### src/rtl/ecc_err_log_pkg.sv
package ecc_err_log_pkg;
  localparam int unsigned DEF_ADDR_W     = 32;
  localparam int unsigned DEF_PAGE_SHIFT = 12;
  localparam int unsigned DEF_ROW_W      = 3;
  localparam int unsigned DEF_CFG_AW     = 8;
  localparam int unsigned CMD_BITS       = 2;
  localparam int unsigned STS_BYTES      = 2;

  typedef enum logic [1:0] {
    SEL_NONE = 2'd0,
    SEL_PTR  = 2'd1,
    SEL_CMD  = 2'd2,
    SEL_STS  = 2'd3
  } reg_sel_e;
endpackage

### src/rtl/ecc_ptr_reg.sv
module ecc_ptr_reg #(
  parameter int unsigned ADDR_W     = 32,
  parameter int unsigned PAGE_SHIFT = 12
) (
  input  logic                         clk,
  input  logic                         rst_n,
  input  logic                         sbe_evt_i,
  input  logic                         mbe_evt_i,
  input  logic [ADDR_W-1:0]            addr_i,
  input  logic                         clr_sbe_i,
  input  logic                         clr_mbe_i,
  output logic [ADDR_W-PAGE_SHIFT-1:0] page_o,
  output logic                         sbe_flag_o,
  output logic                         mbe_flag_o,
  output logic                         capture_o
);
  localparam int unsigned PAGE_W = ADDR_W - PAGE_SHIFT;

  function automatic logic [PAGE_W-1:0] page_of(input logic [ADDR_W-1:0] a);
    return a[ADDR_W-1:PAGE_SHIFT];
  endfunction

  logic [PAGE_W-1:0] page_q;
  logic              sbe_q, mbe_q;
  logic              locked;
  logic              unused_low_addr;

  assign unused_low_addr = ^addr_i[PAGE_SHIFT-1:0];
  assign locked    = sbe_q | mbe_q;
  assign capture_o = (sbe_evt_i | mbe_evt_i) & ~locked;

  always_ff @(posedge clk or negedge rst_n) begin
    if (!rst_n) begin
      page_q <= '0;
      sbe_q  <= 1'b0;
      mbe_q  <= 1'b0;
    end else begin
      if (capture_o) page_q <= page_of(addr_i);
      sbe_q <= (sbe_q & ~clr_sbe_i) | sbe_evt_i;
      mbe_q <= (mbe_q & ~clr_mbe_i) | mbe_evt_i;
    end
  end

  assign page_o     = page_q;
  assign sbe_flag_o = sbe_q;
  assign mbe_flag_o = mbe_q;

  AST_PTR_LOCK_HOLD: assert property (@(posedge clk) disable iff (!rst_n)
    (sbe_q || mbe_q) |=> $stable(page_q));
  AST_PTR_SBE_SET: assert property (@(posedge clk) disable iff (!rst_n)
    sbe_evt_i |=> sbe_q);
  AST_PTR_BOTH_SET: assert property (@(posedge clk) disable iff (!rst_n)
    (sbe_evt_i && mbe_evt_i) |=> (sbe_q && mbe_q));
  AST_PTR_CLR: assert property (@(posedge clk) disable iff (!rst_n)
    (clr_mbe_i && !mbe_evt_i) |=> !mbe_q);
  AST_PTR_CLR_RACE: assert property (@(posedge clk) disable iff (!rst_n)
    (clr_sbe_i && sbe_evt_i) |=> sbe_q);
endmodule

### src/rtl/ecc_sts_reg.sv
module ecc_sts_reg #(
  parameter int unsigned ROW_W = 3
) (
  input  logic             clk,
  input  logic             rst_n,
  input  logic             sbe_evt_i,
  input  logic             mbe_evt_i,
  input  logic [ROW_W-1:0] row_i,
  input  logic             clr_sef_i,
  input  logic             clr_mef_i,
  output logic             sef_o,
  output logic             mef_o,
  output logic [ROW_W-1:0] srow_o,
  output logic [ROW_W-1:0] mrow_o,
  output logic             new_sbe_o,
  output logic             new_mbe_o
);
  logic             sef_q, mef_q;
  logic [ROW_W-1:0] srow_q, mrow_q;

  assign new_sbe_o = sbe_evt_i & ~sef_q;
  assign new_mbe_o = mbe_evt_i & ~mef_q;

  always_ff @(posedge clk or negedge rst_n) begin
    if (!rst_n) begin
      sef_q  <= 1'b0;
      mef_q  <= 1'b0;
      srow_q <= '0;
      mrow_q <= '0;
    end else begin
      if (new_sbe_o) srow_q <= row_i;
      if (new_mbe_o) mrow_q <= row_i;
      sef_q <= (sef_q & ~clr_sef_i) | sbe_evt_i;
      mef_q <= (mef_q & ~clr_mef_i) | mbe_evt_i;
    end
  end

  assign sef_o  = sef_q;
  assign mef_o  = mef_q;
  assign srow_o = srow_q;
  assign mrow_o = mrow_q;

  AST_STS_SROW_HOLD: assert property (@(posedge clk) disable iff (!rst_n)
    sef_q |=> $stable(srow_q));
  AST_STS_MROW_HOLD: assert property (@(posedge clk) disable iff (!rst_n)
    mef_q |=> $stable(mrow_q));
  AST_STS_FIRST_ROW: assert property (@(posedge clk) disable iff (!rst_n)
    (mbe_evt_i && !mef_q) |=> (mrow_q == $past(row_i)));
  AST_STS_RACE: assert property (@(posedge clk) disable iff (!rst_n)
    (clr_mef_i && mbe_evt_i) |=> mef_q);
endmodule

### src/rtl/ecc_serr_gen.sv
module ecc_serr_gen #(
  parameter int unsigned CMD_W = 2
) (
  input  logic             clk,
  input  logic             rst_n,
  input  logic             cmd_we_i,
  input  logic [CMD_W-1:0] cmd_wdata_i,
  input  logic             new_sbe_i,
  input  logic             new_mbe_i,
  output logic [CMD_W-1:0] cmd_o,
  output logic             serr_o
);
  logic [CMD_W-1:0] cmd_q;
  logic             serr_q;

  always_ff @(posedge clk or negedge rst_n) begin
    if (!rst_n) begin
      cmd_q  <= '0;
      serr_q <= 1'b0;
    end else begin
      if (cmd_we_i) cmd_q <= cmd_wdata_i;
      serr_q <= (new_sbe_i & cmd_q[0]) | (new_mbe_i & cmd_q[1]);
    end
  end

  assign cmd_o  = cmd_q;
  assign serr_o = serr_q;

  AST_CMD_HOLD: assert property (@(posedge clk) disable iff (!rst_n)
    !cmd_we_i |=> $stable(cmd_q));
  AST_SERR_CAUSE: assert property (@(posedge clk) disable iff (!rst_n)
    serr_q |-> ($past(new_sbe_i && cmd_q[0]) || $past(new_mbe_i && cmd_q[1])));
endmodule

### src/rtl/ecc_cfg_port.sv
module ecc_cfg_port
  import ecc_err_log_pkg::*;
#(
  parameter int unsigned ADDR_W   = 32,
  parameter int unsigned ROW_W    = 3,
  parameter int unsigned CFG_AW   = 8,
  parameter int unsigned PTR_BASE = 'h80,
  parameter int unsigned CMD_OFS  = 'h90,
  parameter int unsigned STS_OFS  = 'h91
) (
  input  logic                 cfg_wr_i,
  input  logic [CFG_AW-1:0]    cfg_addr_i,
  input  logic [7:0]           cfg_wdata_i,
  input  logic [ADDR_W-1:0]    ptr_word_i,
  input  logic [CMD_BITS-1:0]  cmd_i,
  input  logic [8*STS_BYTES-1:0] sts_word_i,
  output logic                 clr_psbe_o,
  output logic                 clr_pmbe_o,
  output logic                 clr_sef_o,
  output logic                 clr_mef_o,
  output logic                 cmd_we_o,
  output logic [CMD_BITS-1:0]  cmd_wdata_o,
  output logic [7:0]           rdata_o
);
  localparam int unsigned PTR_BYTES = ADDR_W / 8;
  localparam int unsigned MEF_BIT   = ROW_W + 1;

  reg_sel_e wsel;
  logic     unused_wbits;

  assign unused_wbits = ^{cfg_wdata_i[7:MEF_BIT+1], cfg_wdata_i[MEF_BIT-1:2]};

  always_comb begin
    wsel = SEL_NONE;
    if (cfg_addr_i == CFG_AW'(PTR_BASE)) wsel = SEL_PTR;
    else if (cfg_addr_i == CFG_AW'(CMD_OFS)) wsel = SEL_CMD;
    else if (cfg_addr_i == CFG_AW'(STS_OFS)) wsel = SEL_STS;
  end

  assign clr_psbe_o  = cfg_wr_i && (wsel == SEL_PTR) && cfg_wdata_i[0];
  assign clr_pmbe_o  = cfg_wr_i && (wsel == SEL_PTR) && cfg_wdata_i[1];
  assign clr_sef_o   = cfg_wr_i && (wsel == SEL_STS) && cfg_wdata_i[0];
  assign clr_mef_o   = cfg_wr_i && (wsel == SEL_STS) && cfg_wdata_i[MEF_BIT];
  assign cmd_we_o    = cfg_wr_i && (wsel == SEL_CMD);
  assign cmd_wdata_o = cfg_wdata_i[CMD_BITS-1:0];

  always_comb begin
    rdata_o = '0;
    for (int i = 0; i < PTR_BYTES; i++) begin
      if (cfg_addr_i == CFG_AW'(PTR_BASE + i)) rdata_o = ptr_word_i[i*8 +: 8];
    end
    if (cfg_addr_i == CFG_AW'(CMD_OFS)) rdata_o = {{(8-CMD_BITS){1'b0}}, cmd_i};
    for (int j = 0; j < STS_BYTES; j++) begin
      if (cfg_addr_i == CFG_AW'(STS_OFS + j)) rdata_o = sts_word_i[j*8 +: 8];
    end
  end

  always_comb begin
    assert ($onehot0({clr_psbe_o | clr_pmbe_o, clr_sef_o | clr_mef_o, cmd_we_o}))
      else $error("AST_CFG_ONE_TARGET");
  end
endmodule

### src/rtl/ecc_err_log.sv
module ecc_err_log
  import ecc_err_log_pkg::*;
#(
  parameter int unsigned ADDR_W     = DEF_ADDR_W,
  parameter int unsigned PAGE_SHIFT = DEF_PAGE_SHIFT,
  parameter int unsigned ROW_W      = DEF_ROW_W,
  parameter int unsigned CFG_AW     = DEF_CFG_AW,
  parameter int unsigned PTR_BASE   = 'h80,
  parameter int unsigned CMD_OFS    = 'h90,
  parameter int unsigned STS_OFS    = 'h91
) (
  input  logic              clk,
  input  logic              rst_n,
  input  logic              sbe_evt_i,
  input  logic              mbe_evt_i,
  input  logic [ADDR_W-1:0] err_addr_i,
  input  logic [ROW_W-1:0]  err_row_i,
  input  logic [CFG_AW-1:0] cfg_addr_i,
  input  logic              cfg_wr_i,
  input  logic [7:0]        cfg_wdata_i,
  output logic [7:0]        cfg_rdata_o,
  output logic              serr_o
);
  localparam int unsigned PAGE_W  = ADDR_W - PAGE_SHIFT;
  localparam int unsigned STS_W   = 8 * STS_BYTES;
  localparam int unsigned STS_PAD = STS_W - (2 * ROW_W + 2);

  function automatic logic [ADDR_W-1:0] pack_ptr(input logic [PAGE_W-1:0] pg,
                                                 input logic mf, input logic sf);
    return {pg, {(PAGE_SHIFT-2){1'b0}}, mf, sf};
  endfunction

  function automatic logic [STS_W-1:0] pack_sts(input logic [ROW_W-1:0] mr, input logic mf,
                                                input logic [ROW_W-1:0] sr, input logic sf);
    return {{STS_PAD{1'b0}}, mr, mf, sr, sf};
  endfunction

  logic [PAGE_W-1:0]   page;
  logic                psbe, pmbe, capture;
  logic                sef, mef, new_sbe, new_mbe;
  logic [ROW_W-1:0]    srow, mrow;
  logic                clr_psbe, clr_pmbe, clr_sef, clr_mef, cmd_we;
  logic [CMD_BITS-1:0] cmd, cmd_wdata;
  logic                unused_capture;

  assign unused_capture = capture;

  ecc_ptr_reg #(.ADDR_W(ADDR_W), .PAGE_SHIFT(PAGE_SHIFT)) u_ptr (
    .clk(clk), .rst_n(rst_n), .sbe_evt_i(sbe_evt_i), .mbe_evt_i(mbe_evt_i),
    .addr_i(err_addr_i), .clr_sbe_i(clr_psbe), .clr_mbe_i(clr_pmbe),
    .page_o(page), .sbe_flag_o(psbe), .mbe_flag_o(pmbe), .capture_o(capture)
  );

  ecc_sts_reg #(.ROW_W(ROW_W)) u_sts (
    .clk(clk), .rst_n(rst_n), .sbe_evt_i(sbe_evt_i), .mbe_evt_i(mbe_evt_i),
    .row_i(err_row_i), .clr_sef_i(clr_sef), .clr_mef_i(clr_mef),
    .sef_o(sef), .mef_o(mef), .srow_o(srow), .mrow_o(mrow),
    .new_sbe_o(new_sbe), .new_mbe_o(new_mbe)
  );

  ecc_serr_gen #(.CMD_W(CMD_BITS)) u_serr (
    .clk(clk), .rst_n(rst_n), .cmd_we_i(cmd_we), .cmd_wdata_i(cmd_wdata),
    .new_sbe_i(new_sbe), .new_mbe_i(new_mbe), .cmd_o(cmd), .serr_o(serr_o)
  );

  ecc_cfg_port #(
    .ADDR_W(ADDR_W), .ROW_W(ROW_W), .CFG_AW(CFG_AW),
    .PTR_BASE(PTR_BASE), .CMD_OFS(CMD_OFS), .STS_OFS(STS_OFS)
  ) u_cfg (
    .cfg_wr_i(cfg_wr_i), .cfg_addr_i(cfg_addr_i), .cfg_wdata_i(cfg_wdata_i),
    .ptr_word_i(pack_ptr(page, pmbe, psbe)), .cmd_i(cmd),
    .sts_word_i(pack_sts(mrow, mef, srow, sef)),
    .clr_psbe_o(clr_psbe), .clr_pmbe_o(clr_pmbe), .clr_sef_o(clr_sef),
    .clr_mef_o(clr_mef), .cmd_we_o(cmd_we), .cmd_wdata_o(cmd_wdata),
    .rdata_o(cfg_rdata_o)
  );

  AST_SERR_ON_RISE: assert property (@(posedge clk) disable iff (!rst_n)
    serr_o |-> ($rose(sef) || $rose(mef)));
  AST_FLAGS_TRACK: assert property (@(posedge clk) disable iff (!rst_n)
    (sbe_evt_i && mbe_evt_i) |=> (sef && mef));
endmodule

### config.mk
export PLATFORM = sky130hd
export DESIGN_NAME = ecc_err_log
export DESIGN_NICKNAME = d
export VERILOG_FILES = /design/src/rtl/ecc_err_log_pkg.sv /design/src/rtl/ecc_ptr_reg.sv /design/src/rtl/ecc_sts_reg.sv /design/src/rtl/ecc_serr_gen.sv /design/src/rtl/ecc_cfg_port.sv /design/src/rtl/ecc_err_log.sv
export SDC_FILE = /design/constraint.sdc
export NUM_CORES = 1
export LEC_CHECK = 0
export ABC_CLOCK_PERIOD_IN_PS = 2200
export BUFFER_PORTS_ARGS = -buffer_cell sky130_fd_sc_hd__buf_2
export CAP_MARGIN = 40
export CORE_ASPECT_RATIO = 0.7
export CORE_UTILIZATION = 43
export CTS_BUF_LIST = sky130_fd_sc_hd__clkbuf_16
export DETAILED_ROUTE_END_ITERATION = 12
export GPL_ROUTABILITY_DRIVEN = 0
export GPL_TIMING_DRIVEN = 0
export PLACE_DENSITY = 0.86
export SYNTH_ARGS = -nofsm -noshare
export SYNTH_HDL_FRONTEND = slang
export SYNTH_SLANG_ARGS = --single-unit
### constraint.sdc
create_clock -name clk -period 2.2 [get_ports clk]
set_input_delay 0.44 -clock clk [delete_from_list [all_inputs] [get_ports clk]]
set_output_delay 0.44 -clock clk [all_outputs]
set_load 0.01 [all_outputs]
* Yosys cells after proc, flatten, opt, wreduce, memory -nomap -nowiden
Cells that the tools add are included.
Operators by class: reductions and logical operators 7, muxes and demuxes 10, equal/unequal tests 10, $add $sub $neg 0, $mul 0, bitwise gates (word level) 23, shifts and indexed selects 0, order comparisons 0, div/mod/pow operators 0
Operators by type and width (number):
- $eq 8x8->1 const B | 7
- $mux 8 | 6
- $and 1x1->1 | 9
- $mux 2 | 4
- $logic_and 1x1->1 | 7
- $not 1->1 | 7
- $or 1x1->1 | 7
- $eq 2x2->1 const B | 2
- $eq 2x1->1 const B | 1
Word-level totals: output and inout bits 9, bits in read-only memories 0, RAM bits 0, register bits 33, logic and storage cells 59, bits in latches 0, bits of input ports 56, memories kept 0

* Longest topological paths before layout
Gate-level depths: netlist of the first run.
word-level depth 10, depth in mapped cells 6, gate-level depth less buffers 4

* Hierarchy
From an unflattened synthesis of the first run, not the netlist that was laid out.
Second synthesis, totals: cell total of the unflattened synthesis 150, area total of the unflattened synthesis 1928.1 um^2
Modules (own cells, without submodules):
- ecc_ptr_reg | instances 1, sequential area each 550.5 um^2, area each 915.9 um^2, cells each 50
- ecc_cfg_port | instances 1, sequential area each 0.0 um^2, area each 575.6 um^2, cells each 72
- ecc_sts_reg | instances 1, sequential area each 200.2 um^2, area each 326.6 um^2, cells each 21
- ecc_serr_gen | instances 1, sequential area each 75.1 um^2, area each 106.4 um^2, cells each 6
- ecc_err_log | instances 1, sequential area each 0.0 um^2, area each 3.8 um^2, cells each 1

* Least setup slack after synthesis of the first run
Ideal clock, no wire load.
path kind in2out, start point input port cfg_addr_i[3], end point output port cfg_rdata_o[1], required time 1.760 ns, setup slack -0.210 ns, cell stages on the path 5, data arrival time 1.970 ns, buffers on the path 1, cell sequence or4b_4 -> buf_6 -> or3_4 -> a211o_1 -> a32oi_1
Between the ends: longest elaborated chain between the ends 8, elaborated cells between the ends (all ways) 14, those cells by class eq/ne: 7; mux: 7
Ends and longest elaborated chain:
- start: declaration | RTL line ecc_err_log.sv:18 | input logic [CFG_AW-1:0] cfg_addr_i,
- $eq 8x8->1 | RTL line ecc_cfg_port.sv:50 | if (cfg_addr_i == CFG_AW'(PTR_BASE + i)) rdata_o = ptr_word_i[i*8 +: 8];
- $mux 2 | RTL line ecc_cfg_port.sv:50
- $mux 8 (3 in series) | RTL line ecc_cfg_port.sv:50
- $mux 8 | RTL line ecc_cfg_port.sv:52 | if (cfg_addr_i == CFG_AW'(CMD_OFS)) rdata_o = {{(8-CMD_BITS){1'b0}}, cmd_i};
- $mux 8 | RTL line ecc_cfg_port.sv:54 | if (cfg_addr_i == CFG_AW'(STS_OFS + j)) rdata_o = sts_word_i[j*8 +: 8];
- $mux 8 * | RTL line ecc_cfg_port.sv:54
- end: declaration | RTL line ecc_err_log.sv:21 | output logic [7:0] cfg_rdata_o,
Every way passes the cells marked *; elsewhere a longest branch is shown, timed or not.

* Final worst setup path of the first run
start point input port cfg_addr_i[6], end point output port cfg_rdata_o[1]
The elaborated chain is that of the path after synthesis.

==> results of run 1 <==
-- routing by layer --
layer  global-route usage  vias up  wire, um
li1                     -      612         -
met5                    0        -         0
met3               0.0743       16       303
met2                0.362       75      1840
met1                0.286      638      1690
met4               0.0864        0       109
-- critical path, delay by kind of cell --
family | cells | cell delay, ps
AND/OR/NAND/NOR | 2 | 890
buffers and inverters | 2 | 240
AO/OA/AOI/OAI | 2 | 500
-- timing repair --
action / 4_1_cts / 5_1_grt
gates resized for setup: 15 / 9
endpoints found under the setup margin: 8 / 8
pin swaps: 9 / 4
setup buffers: 6 / 0
-- sequential cells by signal (all words and copies together) (netlist names) --
register,count
u_ptr.page_o,20
u_sts.sef_o,1
u_sts.srow_o,3
u_sts.mef_o,1
u_serr.cmd_o,2
u_serr.serr_o,1
u_sts.mrow_o,3
u_ptr.mbe_flag_o,1
u_ptr.sbe_flag_o,1
-- layout by cell type, fill, tap and decap left out, types with 2 or more instances in the layout --
cell / count
a21o_1: 4
nor3_1: 2
clkbuf_1: 3
nor2_1: 6
buf_4: 4
clkbuf_2: 2
buf_6: 4
nand2_2: 2
nand3b_1: 2
a21oi_1: 4
o21ai_0: 5
nand2_1: 7
nor2b_1: 3
nand3_1: 2
o21ai_2: 5
clkbuf_16: 5
mux2i_1: 9
nand2b_1: 3
mux2_2: 28
buf_2: 44
inv_1: 4
dfrtp_1: 33
-- through the flow --
stage | worst slack [ps] | instance area [um^2] | hold WS, ps | setup TNS [ps]
2_1_floorplan | -174 | 1640 | 144 | -174
3_3_place_gp | -425 | 1920 | 488 | -2210
3_5_place_dp | -434 | 1920 | 494 | -2160
4_1_cts | -314 | 2130 | 253 | -995
5_1_grt | -350 | 2150 | 276 | -1280
6_report | -312 | 2150 | 228 | -877
-- worst max path at each step --
stage               cells past startpoint  slack (ps)     startpoint        endpoint
finish                                  6        -310  cfg_addr_i[6]  cfg_rdata_o[1]
global route                            6        -350  cfg_addr_i[6]  cfg_rdata_o[1]
CTS                                     6        -310  cfg_addr_i[6]  cfg_rdata_o[1]
detailed placement                      7        -430  cfg_addr_i[3]  cfg_rdata_o[1]
global placement                        7        -430  cfg_addr_i[3]  cfg_rdata_o[1]
floorplan                               5        -170  cfg_addr_i[3]  cfg_rdata_o[1]
-- logic make-up (layout without fill, tap and decap cells) --
| family | Yosys count | count (layout) | synth area share |
|---|---|---|---|
| flip-flops | 33 | 33 | 0.507 |
| buffers and inverters | 8 | 66 | 0.0230 |
| multiplexers | 37 | 37 | 0.249 |
| AND/OR/NAND/NOR | 34 | 34 | 0.124 |
| AO/OA/AOI/OAI | 25 | 25 | 0.0968 |
-- area by class of cell --
type                       count  area [um^2]  share of cell area
buffer                         6         26.3              0.0122
clock buffer                   5          125              0.0581
clock inverter                 3         11.3             0.00523
inverter                       1         3.75             0.00174
multi-input combinational     96          808               0.375
sequential                    33          826               0.383
tap                           50         62.6              0.0291
timing repair buffer          51          290               0.135
-- power groups by stage --
stage | Sequential [uW] | Clock, uW | Combinational (uW)
finish | 688 | 633 | 172
global route | 695 | 686 | 188
CTS | 687 | 645 | 165
detailed placement | 697 | 0 | 157
global placement | 693 | 0 | 152
floorplan | 688 | 0 | 91.1
==> reports/metrics.yaml, run 1 <==
status: "complete, but fails checks"
violations: "setup timing"
arrival_ps: 2070
die_area_um2: 4040
asyncSetResetFlopFracSynth: 1.00
grt_setup_unrepaired: "true"
timing_hold_violations_final: 0
ff2ff_path_depth: 3
final_cell_count_no_fill: 245
total_half_perimeter_wirelength_after_legalization_and_detailed_placement_um: 2690
max_stage_delay_ps: 540
crit-reg2reg-launch: "u_ptr.mbe_flag_o"
clock-sinks: 33
drtPass1Iterations: 4
cts.path.max_buffers: 2
synth.cell_area_um2: 1630
cell_count_after_synthesis: 137
timing_worst_setup_path_type: "in -> out"
area_of_the_core_um2: 3580
grt_overflow_total: 0
maxSlewHeadroom: 0.511
crit_path_capture_type: "output port"
timing.critical_path.cells: "buf_6 -> or4b_4 -> or3_4 -> a211o_1 -> a32oi_2 -> buf_2"
postSynth.topFlopCell: "dfrtp_1"
clk-insertion-delay-late_ps: 270
route.vias.total: 1341
post-synth-top-area-cell: "dfrtp_1"
clock-root-buffer: "clkbuf_16"
post-route-drc-count: 0
fin_crit_ps: 2510
number_of_enable_type_register_cells_in_the_synthesized_netlist: 0
syn_to_final_growth_pct: 32.2
synth_area_leaders: "dfrtp_1 (51%), mux2_2 (19%), mux2i_1 (5.5%), o21ai_0 (3.4%), nand2_1 (2.1%)"
worst_ep_required_time_ps: 1760
layout_worst_path_cycle_share: 1.14
max_clock_freq_mhz: 398
clkSlewWorstSetupHoldPaths_ps: 50
row_count: 18
final-max-slew-violation-count: 0
post_route_clock_skew_ps: 2.46
first_global_vias: 1397
worst_r2r_endpoint: "u_ptr.page_o[9]"
netSwitchingFraction: 0.226
report.power.total_uw: 1490
switchingPower_uw: 338
drt_wl_total_um: 3950
grt_max_degree: 34
combPwrFrac: 0.115
hold_fix_buffers_at_cts: 0
slew_at_the_pin_closest_to_its_max_slew_limit_ps: 733
ir_worst_vdd_mv: 0.717
top_level_ports: 65
final_core_util: 0.601
final_nets: 250
grt_pass1_wl_um: 6420
synth.yosys.seq_area_share: 0.507
r2r_slack_ps: 480
filler_cell_count: 294
ys_top_cells_by_count: "dfrtp_1 (33), mux2_2 (28), o21ai_0 (11)"
setup_viol: 7
cp_startpoint_kind: "input port"
avgSynthCellArea_um2: 11.9
cellLeakagePower_uw: 0.000984
p_clk_frac: 0.424
max_cap_violations: 0
cell_type_of_the_slowest_stage_on_the_worst_timing_path: "or4b_4"
synth_fp_nets: 193
first_iter_violations: 151
internal-power_uw: 1160
ys_seq_elements: 33
cts-htree-levels: 2
fin_ws_ps: -312
path_max_fanout: 3
number_of_buffers_created_by_cts: 5
n_antenna_cell: 0
timing.hold.worst.class: "in -> async"
synth_most_common_cell: "dfrtp_1"
dieWidth_um: 75.6
power_per_cell_area_nw_per_um2: 693
initial_utilization: 0.455
port-buffer-count: 45
netlist.area_leader.share: 0.507
antenna_left: 0
cts_tree: "yes"
seq_power_share: 0.461
global_route.usage.total: 0.227
dpl.cell_count: 232
layout-drive-gt1-share: 0.513
routed_length_per_placed_instance_um: 16.1
total_number_of_yosys_warnings: 0
synth_cell_types: 29
drt-vias-per-instance: 5.47
floorplan.die.height_um: 53.5
grt_antenna_before_repair: 0
Note: power is estimated with default switching activity, not from simulation.
==> inputs of run 2 (changes only) <==
--- a/config.mk
+++ b/config.mk
@@ -13,7 +13,7 @@
 export CTS_BUF_LIST = sky130_fd_sc_hd__clkbuf_16
 export DETAILED_ROUTE_END_ITERATION = 12
 export GPL_ROUTABILITY_DRIVEN = 0
-export GPL_TIMING_DRIVEN = 0
+export GPL_TIMING_DRIVEN = 1
 export PLACE_DENSITY = 0.86
 export SYNTH_ARGS = -nofsm -noshare
 export SYNTH_HDL_FRONTEND = slang
==> reports/metrics.yaml, run 2 (same netlist as run 1, synthesis figures left out) <==
status: "complete, but fails checks"
violations: "setup timing"
first_global_vias: 1356  # -2.9%
cts.path.max_buffers: 2  # unchanged
timing.hold.worst.class: "in -> async"
slew_at_the_pin_closest_to_its_max_slew_limit_ps: 730  # -3.19 ps
dieWidth_um: 75.6  # unchanged
n_antenna_cell: 0  # unchanged
layout-drive-gt1-share: 0.567  # +0.0542
floorplan.die.height_um: 53.5  # unchanged
clock-root-buffer: "clkbuf_16"
grt_overflow_total: 0  # unchanged
setup_viol: 7  # unchanged
grt_max_degree: 34  # unchanged
area_of_the_core_um2: 3580  # unchanged
critical-path-top-delay-family: "simple AND/OR/NAND/NOR gates"
crit_path_capture_type: "output port"
fin_ws_ps: -259  # +53.0 ps
top_layer: "met4"
r2r_slack_ps: 800  # +320 ps
drt-vias-per-instance: 5.26  # -3.9%
worst_ep_required_time_ps: 1760  # about the same
max_cap_violations: 0  # unchanged
met1Wirelength_um: 1650  # -2.6%
final-max-slew-violation-count: 0  # unchanged
arrival_ps: 2020  # -50 ps
grt_setup_unrepaired: "true"
final_core_util: 0.613  # +0.0115
cell_type_of_the_slowest_stage_on_the_worst_timing_path: "or4b_4"
filler_cell_count: 301  # +2.4%
final_cell_mix: "buf_2 (45), dfrtp_1 (33), mux2_2 (28), mux2i_1 (9)"
grt_antenna_before_repair: 0  # unchanged
max_stage_delay_ps: 540  # about the same
routed_length_per_placed_instance_um: 15.4  # -4.2%
post_route_clock_skew_ps: 2.71  # +0.252 ps
clk-insertion-delay-late_ps: 280  # about the same
number_of_buffers_created_by_cts: 5  # unchanged
final.setup.tns_ps: -950  # -73.2 ps
ff2ff_path_depth: 3  # unchanged
die_area_um2: 4040  # unchanged
hold_fix_buffers_at_cts: 0  # unchanged
cellLeakagePower_uw: 0.00102  # +4.1%
power_per_cell_area_nw_per_um2: 689  # -0.57%
largest_reg_flops: 20  # unchanged
worst_r2r_endpoint: "u_ptr.page_o[16]"
first_iter_violations: 48  # -68%
ir_worst_vdd_mv: 0.388  # -46%
clkSlewWorstSetupHoldPaths_ps: 50  # about the same
port-buffer-count: 47  # +4.4%
timing_worst_setup_path_type: "in -> out"
timing.critical_path.cells: "buf_6 -> or4b_4 -> or3_4 -> a211o_1 -> a32oi_2 -> buf_2"
max_clock_freq_mhz: 407  # +2.2%
crit-reg2reg-launch: "u_ptr.mbe_flag_o"
initial_utilization: 0.455  # unchanged
met2_wirelength_um: 1830  # -0.81%
route.vias.total: 1284  # -4.3%
antenna_left: 0  # unchanged
cp_startpoint_kind: "input port"
cts_tree: "yes"
mostFrequentLayoutCell: "buf_2"
fin_crit_ps: 2460  # -53.0 ps
row_count: 18  # unchanged
maxSlewHeadroom: 0.514  # +0.00213
grt_pass1_wl_um: 6070  # -5.5%
layout_worst_path_cycle_share: 1.12  # -0.0241
final_nets: 249  # -0.40%
wl_met3_um: 206  # -32%
timing_hold_violations_final: 0  # unchanged
cts-htree-levels: 2  # unchanged
syn_to_final_growth_pct: 34.7
post-route-drc-count: 0  # unchanged
global_route.usage.total: 0.219  # -0.00834
report.power.total_uw: 1510  # +1.3%
top_level_ports: 65  # unchanged
path_max_fanout: 2  # -1
total_half_perimeter_wirelength_after_legalization_and_detailed_placement_um: 2710  # +0.80%
drtPass1Iterations: 4  # unchanged
drt_wl_total_um: 3770  # -4.6%
clock-sinks: 33  # unchanged
critPathBufInv: 2  # unchanged
## run 2: cell count changes in the layout (fill, tap and decap cells not counted), sizes merged
cell    delta
inv        -2
buf        +4
clkbuf     -5
clkinv     +2
## run 2: worst max path at each step
| stage | startpoint | endpoint | slack [ps] | cells after the start |
|---|---|---|---|---|
| 6_report | cfg_addr_i[3] | cfg_rdata_o[1] | -260 | 6 |
| 3_3_place_gp | cfg_addr_i[3] | cfg_rdata_o[1] | -250 | 6 |
| 5_1_grt | cfg_addr_i[3] | cfg_rdata_o[1] | -300 | 6 |
| 4_1_cts | cfg_addr_i[3] | cfg_rdata_o[1] | -250 | 6 |
| 2_1_floorplan | cfg_addr_i[3] | cfg_rdata_o[1] | -170 | 5 |
| 3_5_place_dp | cfg_addr_i[3] | cfg_rdata_o[1] | -250 | 6 |
## run 2: through the flow
step	cells	area [um^2]	setup slack [ps]	hold slack (ps)
final	244	2190	-259	223
after global routing	244	2190	-304	282
after CTS	245	2160	-252	245
after detailed placement	235	1970	-253	496
after global placement	235	1970	-250	486
after floorplan	137	1640	-174	144
## run 2: power breakdown
| group | leakage (uW) | internal (uW) | switching [uW] |
|---|---|---|---|
| clock | 0.0000748 | 410 | 240 |
| sequential | 0.000394 | 660 | 33.8 |
| combinational | 0.000555 | 90.0 | 78.8 |
## run 2: per-layer routing
metal  track usage  up-vias
met3        0.0590       10
li1              -      608
met5             0        -
met2         0.363       41
met1         0.257      625
met4         0.120        0
## run 2: timing repair
item	4_1_cts	5_1_grt
setup buffers	2	0
gates resized for setup	16	12
pin swaps	8	1
cloned	0	0
setup endpoints to repair	7	8
## run 2: layout make-up
cell class	instances	area (um^2)	area share
sequential	33	826	0.376
clock inverter	3	13.8	0.00627
timing repair buffer	56	327	0.149
inverter	1	3.75	0.00171
clock buffer	5	125	0.0570
tap	50	62.6	0.0285
multi-input combinational	96	837	0.381
